`src/rtl/bmdma_pkg.sv`:
```
package bmdma_pkg;
  // bit positions inside the command and status bytes; the driver decodes these
  localparam int CMD_GO_BIT  = 0;
  localparam int CMD_DIR_BIT = 3;
  localparam int ST_ACT_BIT  = 0;
  localparam int ST_ERR_BIT  = 1;
  localparam int ST_INT_BIT  = 2;
  localparam int ST_CAP_BIT  = 5;
  // byte lanes inside word 0
  localparam int LANE_CMD  = 0;
  localparam int LANE_STAT = 2;

  typedef struct packed {
    logic go;
    logic to_mem;
  } cmd_t;
endpackage

```
`src/rtl/bmdma_cmd.sv`:
```
module bmdma_cmd
  import bmdma_pkg::*;
(
  input  logic clk,
  input  logic rst,
  input  logic wr_en,
  input  logic wr_go,
  input  logic wr_dir,
  input  logic active,
  output cmd_t cmd,
  output logic go_set,
  output logic go_clr,
  output logic abort
);
  cmd_t cmd_q;
  logic abort_q;

  assign go_set = wr_en && !cmd_q.go && wr_go;
  assign go_clr = wr_en && cmd_q.go && !wr_go;

  always_ff @(posedge clk) begin
    if (rst) begin
      cmd_q   <= '0;
      abort_q <= 1'b0;
    end else begin
      abort_q <= go_clr && active;
      if (wr_en) begin
        cmd_q.go <= wr_go;
        if (!cmd_q.go) cmd_q.to_mem <= wr_dir;
      end
    end
  end

  assign cmd   = cmd_q;
  assign abort = abort_q;


  dir_hold_chk: assert property (@(posedge clk) disable iff (rst)
    (cmd_q.go && $past(cmd_q.go)) |-> $stable(cmd_q.to_mem));


  abort_single_chk: assert property (@(posedge clk) disable iff (rst)
    abort_q |=> !abort_q);
endmodule

```
`src/rtl/bmdma_stat.sv`:
```
module bmdma_stat
  import bmdma_pkg::*;
#(
  parameter int NUM_DRV = 2
) (
  input  logic               clk,
  input  logic               rst,
  input  logic               wr_en,
  input  logic               wr_clr_err,
  input  logic               wr_clr_int,
  input  logic [NUM_DRV-1:0] wr_cap,
  input  logic               go_set,
  input  logic               go_clr,
  input  logic               ev_done,
  input  logic               ev_err,
  output logic [7:0]         stat
);
  logic act_q, err_q, int_q;
  logic [NUM_DRV-1:0] cap_q;

  always_ff @(posedge clk) begin
    if (rst) begin
      act_q <= 1'b0;
      err_q <= 1'b0;
      int_q <= 1'b0;
    end else begin
      if (go_clr)                 act_q <= 1'b0;
      else if (go_set)            act_q <= 1'b1;
      else if (ev_done || ev_err) act_q <= 1'b0;

      if (ev_err)                   err_q <= 1'b1;
      else if (wr_en && wr_clr_err) err_q <= 1'b0;

      if (ev_done)                  int_q <= 1'b1;
      else if (wr_en && wr_clr_int) int_q <= 1'b0;
    end
  end

  for (genvar i = 0; i < NUM_DRV; i++) begin : g_cap
    always_ff @(posedge clk) begin
      if (rst)        cap_q[i] <= 1'b0;
      else if (wr_en) cap_q[i] <= wr_cap[i];
    end
  end

  always_comb begin
    stat = '0;
    stat[ST_ACT_BIT] = act_q;
    stat[ST_ERR_BIT] = err_q;
    stat[ST_INT_BIT] = int_q;
    for (int i = 0; i < NUM_DRV; i++) stat[ST_CAP_BIT+i] = cap_q[i];
  end


  done_sets_int_chk: assert property (@(posedge clk) disable iff (rst)
    ev_done |=> stat[ST_INT_BIT]);

  err_sets_err_chk: assert property (@(posedge clk) disable iff (rst)
    ev_err |=> stat[ST_ERR_BIT]);
endmodule

```
`src/rtl/bmdma_ptr.sv`:
```
module bmdma_ptr #(
  parameter int PTR_W = 32,
  parameter int ALIGN = 2
) (
  input  logic               clk,
  input  logic               rst,
  input  logic               wr_en,
  input  logic [PTR_W/8-1:0] be,
  input  logic [PTR_W-1:0]   wdata,
  output logic [PTR_W-1:0]   ptr
);
  localparam int LANES = PTR_W / 8;
  logic [PTR_W-1:0] ptr_q;

  for (genvar l = 0; l < LANES; l++) begin : g_lane
    always_ff @(posedge clk) begin
      if (rst)                ptr_q[l*8 +: 8] <= '0;
      else if (wr_en && be[l]) ptr_q[l*8 +: 8] <= wdata[l*8 +: 8];
    end
  end

  assign ptr = {ptr_q[PTR_W-1:ALIGN], {ALIGN{1'b0}}};


  ptr_full_write_chk: assert property (@(posedge clk) disable iff (rst)
    (wr_en && (&be)) |=> ptr[PTR_W-1:ALIGN] == $past(wdata[PTR_W-1:ALIGN]));
endmodule

```
`src/rtl/bmdma_regs.sv`:
```
module bmdma_regs
  import bmdma_pkg::*;
#(
  parameter int DATA_W  = 32,
  parameter int NUM_DRV = 2
) (
  input  logic              clk,
  input  logic              rst,
  input  logic              bus_en,
  input  logic              bus_we,
  input  logic              bus_word,
  input  logic [DATA_W/8-1:0] bus_be,
  input  logic [DATA_W-1:0] bus_wdata,
  output logic [DATA_W-1:0] bus_rdata,
  output logic              bus_rvalid,
  output logic              eng_go,
  output logic              eng_to_mem,
  output logic              eng_abort,
  input  logic              eng_done,
  input  logic              eng_error,
  output logic              irq,
  output logic [DATA_W-1:0] desc_ptr
);
  localparam int CMD_OFS  = LANE_CMD * 8;
  localparam int STAT_OFS = LANE_STAT * 8;

  logic w0_wr, cmd_wr, stat_wr, ptr_wr;
  logic go_set, go_clr;
  cmd_t cmd;
  logic [7:0] stat;
  logic [7:0] cmd_byte;
  logic [DATA_W-1:0] word0, rdata_q;
  logic rvalid_q;

  assign w0_wr   = bus_en && bus_we && !bus_word;
  assign cmd_wr  = w0_wr && bus_be[LANE_CMD];
  assign stat_wr = w0_wr && bus_be[LANE_STAT];
  assign ptr_wr  = bus_en && bus_we && bus_word;

  bmdma_cmd u_cmd (
    .clk    (clk),
    .rst    (rst),
    .wr_en  (cmd_wr),
    .wr_go  (bus_wdata[CMD_OFS+CMD_GO_BIT]),
    .wr_dir (bus_wdata[CMD_OFS+CMD_DIR_BIT]),
    .active (stat[ST_ACT_BIT]),
    .cmd    (cmd),
    .go_set (go_set),
    .go_clr (go_clr),
    .abort  (eng_abort)
  );

  bmdma_stat #(.NUM_DRV(NUM_DRV)) u_stat (
    .clk        (clk),
    .rst        (rst),
    .wr_en      (stat_wr),
    .wr_clr_err (bus_wdata[STAT_OFS+ST_ERR_BIT]),
    .wr_clr_int (bus_wdata[STAT_OFS+ST_INT_BIT]),
    .wr_cap     (bus_wdata[STAT_OFS+ST_CAP_BIT +: NUM_DRV]),
    .go_set     (go_set),
    .go_clr     (go_clr),
    .ev_done    (eng_done),
    .ev_err     (eng_error),
    .stat       (stat)
  );

  bmdma_ptr #(.PTR_W(DATA_W), .ALIGN(2)) u_ptr (
    .clk   (clk),
    .rst   (rst),
    .wr_en (ptr_wr),
    .be    (bus_be),
    .wdata (bus_wdata),
    .ptr   (desc_ptr)
  );

  always_comb begin
    cmd_byte = '0;
    cmd_byte[CMD_GO_BIT]  = cmd.go;
    cmd_byte[CMD_DIR_BIT] = cmd.to_mem;
    word0 = '0;
    word0[CMD_OFS +: 8]  = cmd_byte;
    word0[STAT_OFS +: 8] = stat;
  end

  always_ff @(posedge clk) begin
    if (rst) begin
      rdata_q  <= '0;
      rvalid_q <= 1'b0;
    end else begin
      rvalid_q <= bus_en && !bus_we;
      if (bus_en && !bus_we) rdata_q <= bus_word ? desc_ptr : word0;
    end
  end

  assign bus_rdata  = rdata_q;
  assign bus_rvalid = rvalid_q;
  assign eng_go     = cmd.go;
  assign eng_to_mem = cmd.to_mem;
  assign irq        = stat[ST_INT_BIT];


  act_needs_go_chk: assert property (@(posedge clk) disable iff (rst)
    !eng_go |-> !stat[ST_ACT_BIT]);

  abort_after_stop_chk: assert property (@(posedge clk) disable iff (rst)
    eng_abort |-> !eng_go);

  read_latency_chk: assert property (@(posedge clk) disable iff (rst)
    (bus_en && !bus_we) |=> bus_rvalid);
endmodule

```
`config.mk`:
```
export PLATFORM = sky130hd
export DESIGN_NAME = bmdma_regs
export DESIGN_NICKNAME = d
export VERILOG_FILES = /design/src/rtl/bmdma_pkg.sv /design/src/rtl/bmdma_cmd.sv /design/src/rtl/bmdma_stat.sv /design/src/rtl/bmdma_ptr.sv /design/src/rtl/bmdma_regs.sv
export SDC_FILE = /design/constraint.sdc
export NUM_CORES = 1
export LEC_CHECK = 0
export CAP_MARGIN = 20
export CORE_MARGIN = 3
export CORE_UTILIZATION = 32
export CTS_BUF_LIST = sky130_fd_sc_hd__clkbuf_8
export CTS_CLUSTER_SIZE = 25
export DETAILED_ROUTE_END_ITERATION = 16
export GPL_TIMING_DRIVEN = 0
export PLACE_DENSITY = 0.59
export SETUP_SLACK_MARGIN = 0.02
export SLEW_MARGIN = 20
export SYNTH_ARGS = -nofsm -noshare
export SYNTH_HDL_FRONTEND = slang
export SYNTH_HIERARCHICAL = 1
export SYNTH_SLANG_ARGS = --single-unit
```
`constraint.sdc`:
```
create_clock -name clk -period 3.7 [get_ports clk]
set_input_delay 0.74 -clock clk [delete_from_list [all_inputs] [get_ports clk]]
set_output_delay 0.74 -clock clk [all_outputs]
set_load 0.01 [all_outputs]
```
==> results of run 1 <==
final timing paths:
path                                     to  depth (start not counted)                       from
hold reg to reg   bus_rdata[1]$_SDFFE_PP0P_                          2  bus_rdata[1]$_SDFFE_PP0P_
setup / recovery  u_stat/int_q$_SDFFE_PP0P_                          5                     bus_we
hold / removal    bus_rdata[1]$_SDFFE_PP0P_                          2  bus_rdata[1]$_SDFFE_PP0P_
setup reg to reg  u_stat/act_q$_SDFFE_PP0P_                          3  u_cmd/cmd[1]$_SDFFE_PP0P_
routing by layer:
metal / up-vias / share of wire, % / global-route usage (%)
met3: 6 / 6.1 / 5.93
met1: 1320 / 47 / 23.6
li1: 1367 / - / -
met5: - / 0 / 0
met2: 96 / 46 / 26.6
met4: 0 / 0.97 / 3.75
synth_stat cells (2+ instances only):
cell | instances | share of area (%)
a211oi_1 | 2 | 0.48
a211oi_2 | 8 | 3.2
a21bo_1 | 30 | 9.6
a21boi_1 | 2 | 0.48
a21oi_1 | 40 | 6.4
a21oi_2 | 12 | 3.4
and3b_1 | 2 | 0.56
buf_2 | 9 | 1.4
buf_4 | 9 | 2.2
buf_6 | 16 | 5.7
clkbuf_1 | 6 | 0.72
conb_1 | 2 | 0.24
dfxtp_1 | 71 | 45
mux2i_1 | 13 | 4.1
nand2_1 | 23 | 2.8
nand2b_1 | 2 | 0.40
nand3_1 | 52 | 8.3
nor2_1 | 15 | 1.8
nor3b_1 | 3 | 0.72
sequential cells by signal, indices dropped and copies added, names as in the netlist:
name and flops:
bus_rdata 32, u_ptr/ptr 30, u_cmd/cmd 2, u_stat/stat 2
bus_rvalid 1, u_cmd/abort 1, u_stat/act_q 1, u_stat/err_q 1
u_stat/int_q 1
metrics by stage:
stage               worst slack [ps]  cell area, um^2  utilization [%]  instances
finish                          1580             4570             48.8        579
global route                    1460             4570             48.8        579
CTS                             1560             4570             48.8        579
detailed placement              1190             4360             46.5        563
global placement                1200             4360             46.5        563
floorplan                       1800             3150                -        329
kinds of logic (layout without fill, tap and decap cells):
kind of cell,count (synthesis),after routing,share of synthesized area (%)
AND/OR/NAND/NOR,102,102,15.8
AO/OA/AOI/OAI,98,98,24.5
flip-flops,71,71,45.3
buffers and inverters,40,161,10.1
multiplexers,13,13,4.15
other,2,5,0.239
placed cells by master, fill, tap and decap left out, types with 3 or more instances in the layout:
cell type,instances
buf_2,9
clkbuf_1,6
conb_1,5
a21oi_1,40
nand2_1,23
clkdlybuf4s50_1,105
a21bo_1,30
clkbuf_8,9
dfxtp_1,71
a21oi_2,12
mux2i_1,13
nand3_1,52
nor2_1,15
nor3b_1,3
a211oi_2,8
buf_6,16
buf_4,9
worst reg2reg max path, stage by stage, from the launching register on:
cell	delay, ps
dfxtp_1	420
nor2b_1	80
and2_1	160
o21a_1	170
power by group:
part	internal (mW)	switching (mW)
sequential	0.781	0.0119
combinational	0.115	0.104
clock	0.375	0.291
area by class of cell:
cell class,instances,area (um^2),area share [%]
multi-input cells,218,1410,30.9
flip-flops and latches,71,1420,31.1
clock inverters,7,88.8,1.94
plain buffers,40,315,6.89
repair buffers,105,1050,23.0
well taps,129,161,3.53
clock buffers,9,124,2.71
==> metrics.csv, run 1 <==
stage,metric,value,unit
status,status,"complete, no violations",
routing,wl_per_cell,16.0,um
setup_path,path_cells,"clkdlybuf4s50_1, nand2_1, nor3b_1, a21boi_1, o21ba_2",
logic_synthesis,ys_types,28,
logic_synthesis,post_synth_inst_count,326,
flow_run,max-cap-violations,0,
global_route,grt_pass1_wl,15100,um
logic_synthesis,ys_ff_latch,71,
layout,nets,488,
setup_path,crit_path_start_kind,primary input,
setup_path,crit_buf_inv,1,
place,gp_congestion,0.814,
setup_path,worstSetupEndpointType,flop,
place,port_buffers,105,
clock_network,cts_sinks,71,
global_route,grt_usage,17.3,%
clock_network,clkLatencyLatePin,340,ps
logic_synthesis,synth_area,3140,um^2
logic_synthesis,synth_edf_count,0,
routing,drc_errors,0,
setup_path,crit_required,3930,ps
clock_network,cts_setup_buffers,0,
setup_path,critPathMaxFanout,4,
timing,fmax,0.472,GHz
timing,max_slew_margin,48.5,%
timing,finalWorstPathRequiredPeriod,2120,ps
die,start_util,33.5,%
logic_synthesis,ys_warn_count,6,
die,die-width,105,um
clock_network,cts-root-buf,clkbuf_8,
timing,maxSlewViolCount,0,
logic_synthesis,seq_area_frac_synth,45.3,%
clock_network,cts_buffer_depth,2,
clock_network,cts_tree,built,
clock_network,cts_made_buffers,9,
setup_path,arrival,2350,ps
routing,drt_iter0_drc,92,
timing,finalSetupViolCount,0,
logic_synthesis,ys.flop_type,dfxtp_1,
layout,drive_above_1_share,15.8,%
setup_path,crit_slowest_cell,nor3b_1,
power_and_ir_drop,p_leak,1.64,nW
routing,first_pass_iters,4,
power_and_ir_drop,power.density,367,nW/um^2
clock_network,htree_num_levels,3,
global_route,grt_pass1_vias,2707,
die,rows,35,
routing,vias,2789,
die,core,9370,um^2
power_and_ir_drop,fin_total_pwr,1.68,mW
power_and_ir_drop,peakVddDrop,0.218,mV
setup_path,r2r_slack,2760,ps
die,die_h,105,um
global_route,antenna_found_initial,0,
clock_network,clk_pin_slew_worst_paths,70,ps
timing,grt_setup_unrepaired,no,
timing,hold_viol,0,
routing,routed_wl,9290,um
hold_path,hold_path.class,reg2reg,
global_route,grt_max_degree,14,
global_route,overflow,0,
timing,fin_setup_tns,0,ps
setup_path,critPathKind,in2reg,
timing,period_share,57.3,%
place,place_hpwl,6830,um
setup_path,crit_family,simple AND/OR/NAND/NOR gates,
timing,fin_skew,3.87,ps
clock_network,hold_buffers,0,
timing,whs,451,ps
timing,worst_pin_slew,771,ps
layout,fill_cells,969,
layout,syn_to_final_growth,45.8,%
logic_synthesis,async_flop_share,0,%
logic_synthesis,avgSynthCellArea,9.62,um^2
setup_path,max_stage_delay,650,ps
routing,via_per_inst,4.82,
layout,antennaDiodeCount,0,
die,die_area,11000,um^2
routing,ant_nets,0,
die,top_level_ports,112,
clock_network,cts_resized,0,
(Power assumes the default switching activity.)
==> run 2: changes to the inputs <==
==> constraint.sdc (replaced) <==
create_clock -name clk -period 2.14 [get_ports clk]
set_input_delay 0.428 -clock clk [delete_from_list [all_inputs] [get_ports clk]]
set_output_delay 0.428 -clock clk [all_outputs]
set_load 0.01 [all_outputs]
==> results of run 2 <==
Same layout as run 1 (identical final DEF). Status: complete, no violations.
Among the figures that moved: setup slack after placement 1190 ps -> -59.2 ps; clock-pin slew on the worst setup and hold paths 70 ps -> 80 ps; setup slack after layout 1580 ps -> 331 ps; hold slack 451 ps -> 396 ps; register-to-register setup slack 2760 ps -> 1200 ps; end point of the worst hold path bus_rdata[1]$_SDFFE_PP0P_ -> u_ptr/ptr[9]$_SDFFE_PP0P_; total power 1.68 mW -> 2.90 mW; worst IR drop on VDD 0.218 mV -> 0.378 mV
==> run 3: changes to the inputs <==
--- a/config.mk
+++ b/config.mk
@@ -12,7 +12,7 @@
 export CTS_CLUSTER_SIZE = 25
 export DETAILED_ROUTE_END_ITERATION = 16
 export GPL_TIMING_DRIVEN = 0
-export PLACE_DENSITY = 0.59
+export PLACE_DENSITY = 0.62
 export SETUP_SLACK_MARGIN = 0.02
 export SLEW_MARGIN = 20
 export SYNTH_ARGS = -nofsm -noshare
==> constraint.sdc (replaced) <==
create_clock -name clk -period 1.5 [get_ports clk]
set_input_delay 0.3 -clock clk [delete_from_list [all_inputs] [get_ports clk]]
set_output_delay 0.3 -clock clk [all_outputs]
set_load 0.01 [all_outputs]
==> run 3 against run 2 <==
  * Register-to-register slack lost 570 ps
  * Sequential share of layout area rose by 0.58 points
  * Sequential cell count did not move
  * Global-route usage is 0.66 points lower
  * Combinational power increased by 37%
  * Largest power group unchanged
  * Critical path depth grew 1
  * Hold slack got worse by 130 ps
  * Highest routed layer unchanged
  * Wire length shrank 0.48%
  * Largest cell class is now multi-input combinational cells
  * Cell area shrank 1.7%
  * Clock-buffer cell count up 1
==> metrics.csv, run 3 (same netlist as run 1, synthesis figures left out) <==
stage,metric,value,unit,change
die,die_h,105,um,unchanged
layout,post-route-util,48.0,%,was 48.8%
setup_path,r2r_slack,630,ps,was 1200 ps
place,place_hpwl,6770,um,was 6830 um
hold_path,holdPathStages,3,,unchanged
timing,finalSetupViolCount,0,,unchanged
timing,fin_skew,9.21,ps,was 3.87 ps
routing,dr_wl_met2,4370,um,was 4270 um
die,rows,35,,unchanged
setup_path,crit_required,1790,ps,was 2370 ps
routing,drc_errors,0,,unchanged
routing,routed_wl,9250,um,was 9290 um
global_route,grt_pass1_vias,2754,,was 2707
layout,mostFrequentLayoutCell,dfxtp_1,,was clkdlybuf4s50_1
layout,syn_to_final_growth,43.4,%,was 45.8%
setup_path,reg2reg_depth,3,,unchanged
status,status,"complete, no violations",,unchanged
setup_path,crit_path_start_kind,primary input,,unchanged
power_and_ir_drop,peakVddDrop,0.346,mV,was 0.378 mV
routing,first_pass_iters,4,,unchanged
flow_run,max-cap-violations,0,,unchanged
layout,antennaDiodeCount,0,,unchanged
setup_path,rr_startpoint,u_cmd/cmd[1]$_SDFFE_PP0P_,,unchanged
power_and_ir_drop,power.density,856,nW/um^2,was 635 nW/um^2
clock_network,cts_made_buffers,9,,unchanged
timing,hold_viol,0,,unchanged
clock_network,clk_pin_slew_worst_paths,80,ps,about the same
clock_network,cts_tree,built,,unchanged
timing,grt_setup_unrepaired,no,,unchanged
global_route,overflow,0,,unchanged
die,die-width,105,um,unchanged
routing,drt_iter0_drc,122,,was 92
timing,finalWorstPathRequiredPeriod,1420,ps,
timing,fmax,0.705,GHz,
timing,maxSlewViolCount,0,,unchanged
hold_path,holdPathEnd,u_ptr/ptr[25]$_SDFFE_PP0P_,,was u_ptr/ptr[9]$_SDFFE_PP0P_
routing,via_per_inst,4.77,,was 4.82
setup_path,r2r_end,u_stat/act_q$_SDFFE_PP0P_,,unchanged
setup_path,critPathKind,in2reg,,unchanged
power_and_ir_drop,p_leak,1.95,nW,was 1.64 nW
routing,vias,2766,,was 2789
clock_network,cts_buffer_depth,2,,unchanged
global_route,grt_pass1_wl,14600,um,was 15100 um
layout,nets,489,,was 488
layout,regArea,1420,um^2,about the same
layout,mostFrequentLayoutCells,"dfxtp_1, dlygate4sd2_1, nand3_1",,"was clkdlybuf4s50_1, dfxtp_1, nand3_1"
layout,drive_above_1_share,18.0,%,was 15.8%
setup_path,worstSetupEndpointType,flop,,unchanged
layout,largest_reg_flops,32,,unchanged
place,port_buffers,105,,unchanged
die,core,9370,um^2,unchanged
timing,max_slew_margin,53.8,%,was 48.5%
routing,dr_wl_met3,436,um,was 569 um
die,start_util,33.5,%,unchanged
setup_path,critPathMaxFanout,4,,unchanged
hold_path,hp-start,bus_be[3],,was bus_be[1]
clock_network,clkLatencyLatePin,340,ps,about the same
setup_path,arrival,1700,ps,was 2040 ps
die,top_level_ports,112,,unchanged
clock_network,cts-root-buf,clkbuf_8,,unchanged
routing,ant_nets,0,,unchanged
routing,wl_met1,4260,um,was 4360 um
power_and_ir_drop,fin_total_pwr,3.85,mW,was 2.90 mW
layout,multi_input_area,1440,um^2,was 1410 um^2
layout,fill_cells,963,,was 969
timing,worst_pin_slew,693,ps,was 771 ps
clock_network,htree_num_levels,3,,unchanged
global_route,antenna_found_initial,0,,unchanged
place,gp_congestion,0.755,,was 0.814
die,die_area,11000,um^2,unchanged
routing,top_layer,met4,,unchanged
routing,wl_per_cell,15.9,um,was 16.0 um
clock_network,cts_sinks,71,,unchanged
hold_path,hold_path.class,in2reg,,unchanged
timing,period_share,94.5,%,
global_route,grt_usage,16.7,%,was 17.3%
global_route,grt_max_degree,14,,unchanged
[run 3: changes by cell type in the layout (fill, tap and decap cells not counted), sizes merged, moves of 2 or more]
cell	change
clkinv	+3
clkdlybuf4s50	-68
dlygate4sd2	+68
bufinv	-2
clkbuf	+2
[run 3: cell type report]
type,instances,share of cell area (%)
Clock buffer,10,3.06
Buffer,40,7.12
Clock inverter,6,0.807
Tap cell,129,3.59
Sequential cell,71,31.7
Timing Repair Buffer,106,21.6
Multi-Input combinational cell,218,32.1
[run 3: stage by stage]
stage | setup TNS, ps | cell area, um^2 | hold WS (ps) | setup WS (ps) | instances
after floorplan | 0 | 3150 | 372 | 35.3 | 329
after global placement | -28580 | 4360 | 439 | -562 | 563
after detailed placement | -30260 | 4360 | 444 | -581 | 563
after CTS | -868 | 4450 | 245 | -159 | 579
after global routing | 0 | 4500 | 262 | 13.5 | 580
final | 0 | 4500 | 267 | 82.4 | 580
[run 3: worst max-delay path by stage]
| stage | from | end | slack (ps) | cells past startpoint |
|---|---|---|---|---|
| global placement | rst | bus_rvalid$_SDFF_PP0_ | -560 | 4 |
| floorplan | bus_word | u_stat/int_q$_SDFFE_PP0P_ | 40 | 5 |
| finish | bus_we | u_stat/act_q$_SDFFE_PP0P_ | 80 | 6 |
| global route | bus_we | u_stat/act_q$_SDFFE_PP0P_ | 10 | 6 |
| detailed placement | rst | bus_rvalid$_SDFF_PP0_ | -580 | 4 |
| CTS | bus_we | u_stat/int_q$_SDFFE_PP0P_ | -160 | 5 |
[run 3: what timing repair did]
action / 4_1_cts / 5_1_grt
pin swaps: 0 / 1
gates resized for setup: 72 / 8
hold buffers: 0 / 0
setup buffers: 0 / 1
endpoints found under the setup margin: 120 / 8
[run 3: report_power, final]
part | internal, mW | total, mW | switching (mW)
clock network | 0.637 | 1.38 | 0.739
logic | 0.260 | 0.521 | 0.260
registers | 1.93 | 1.95 | 0.0271
total | 2.82 | 3.85 | 1.03
[run 3: layer usage]
layer,global-route usage [%],vias to the layer above
met4,6.94,0
met3,3.52,15
li1,-,1373
met1,21.5,1294
met5,0,-
met2,27.0,84
[run 3: worst max-delay path, stage by stage]
cell and delay (ps):
clkdlybuf4s50_1 540, nand2_2 120, nor3b_4 300, nor2b_4 200, and2_1 120, o21a_1 120
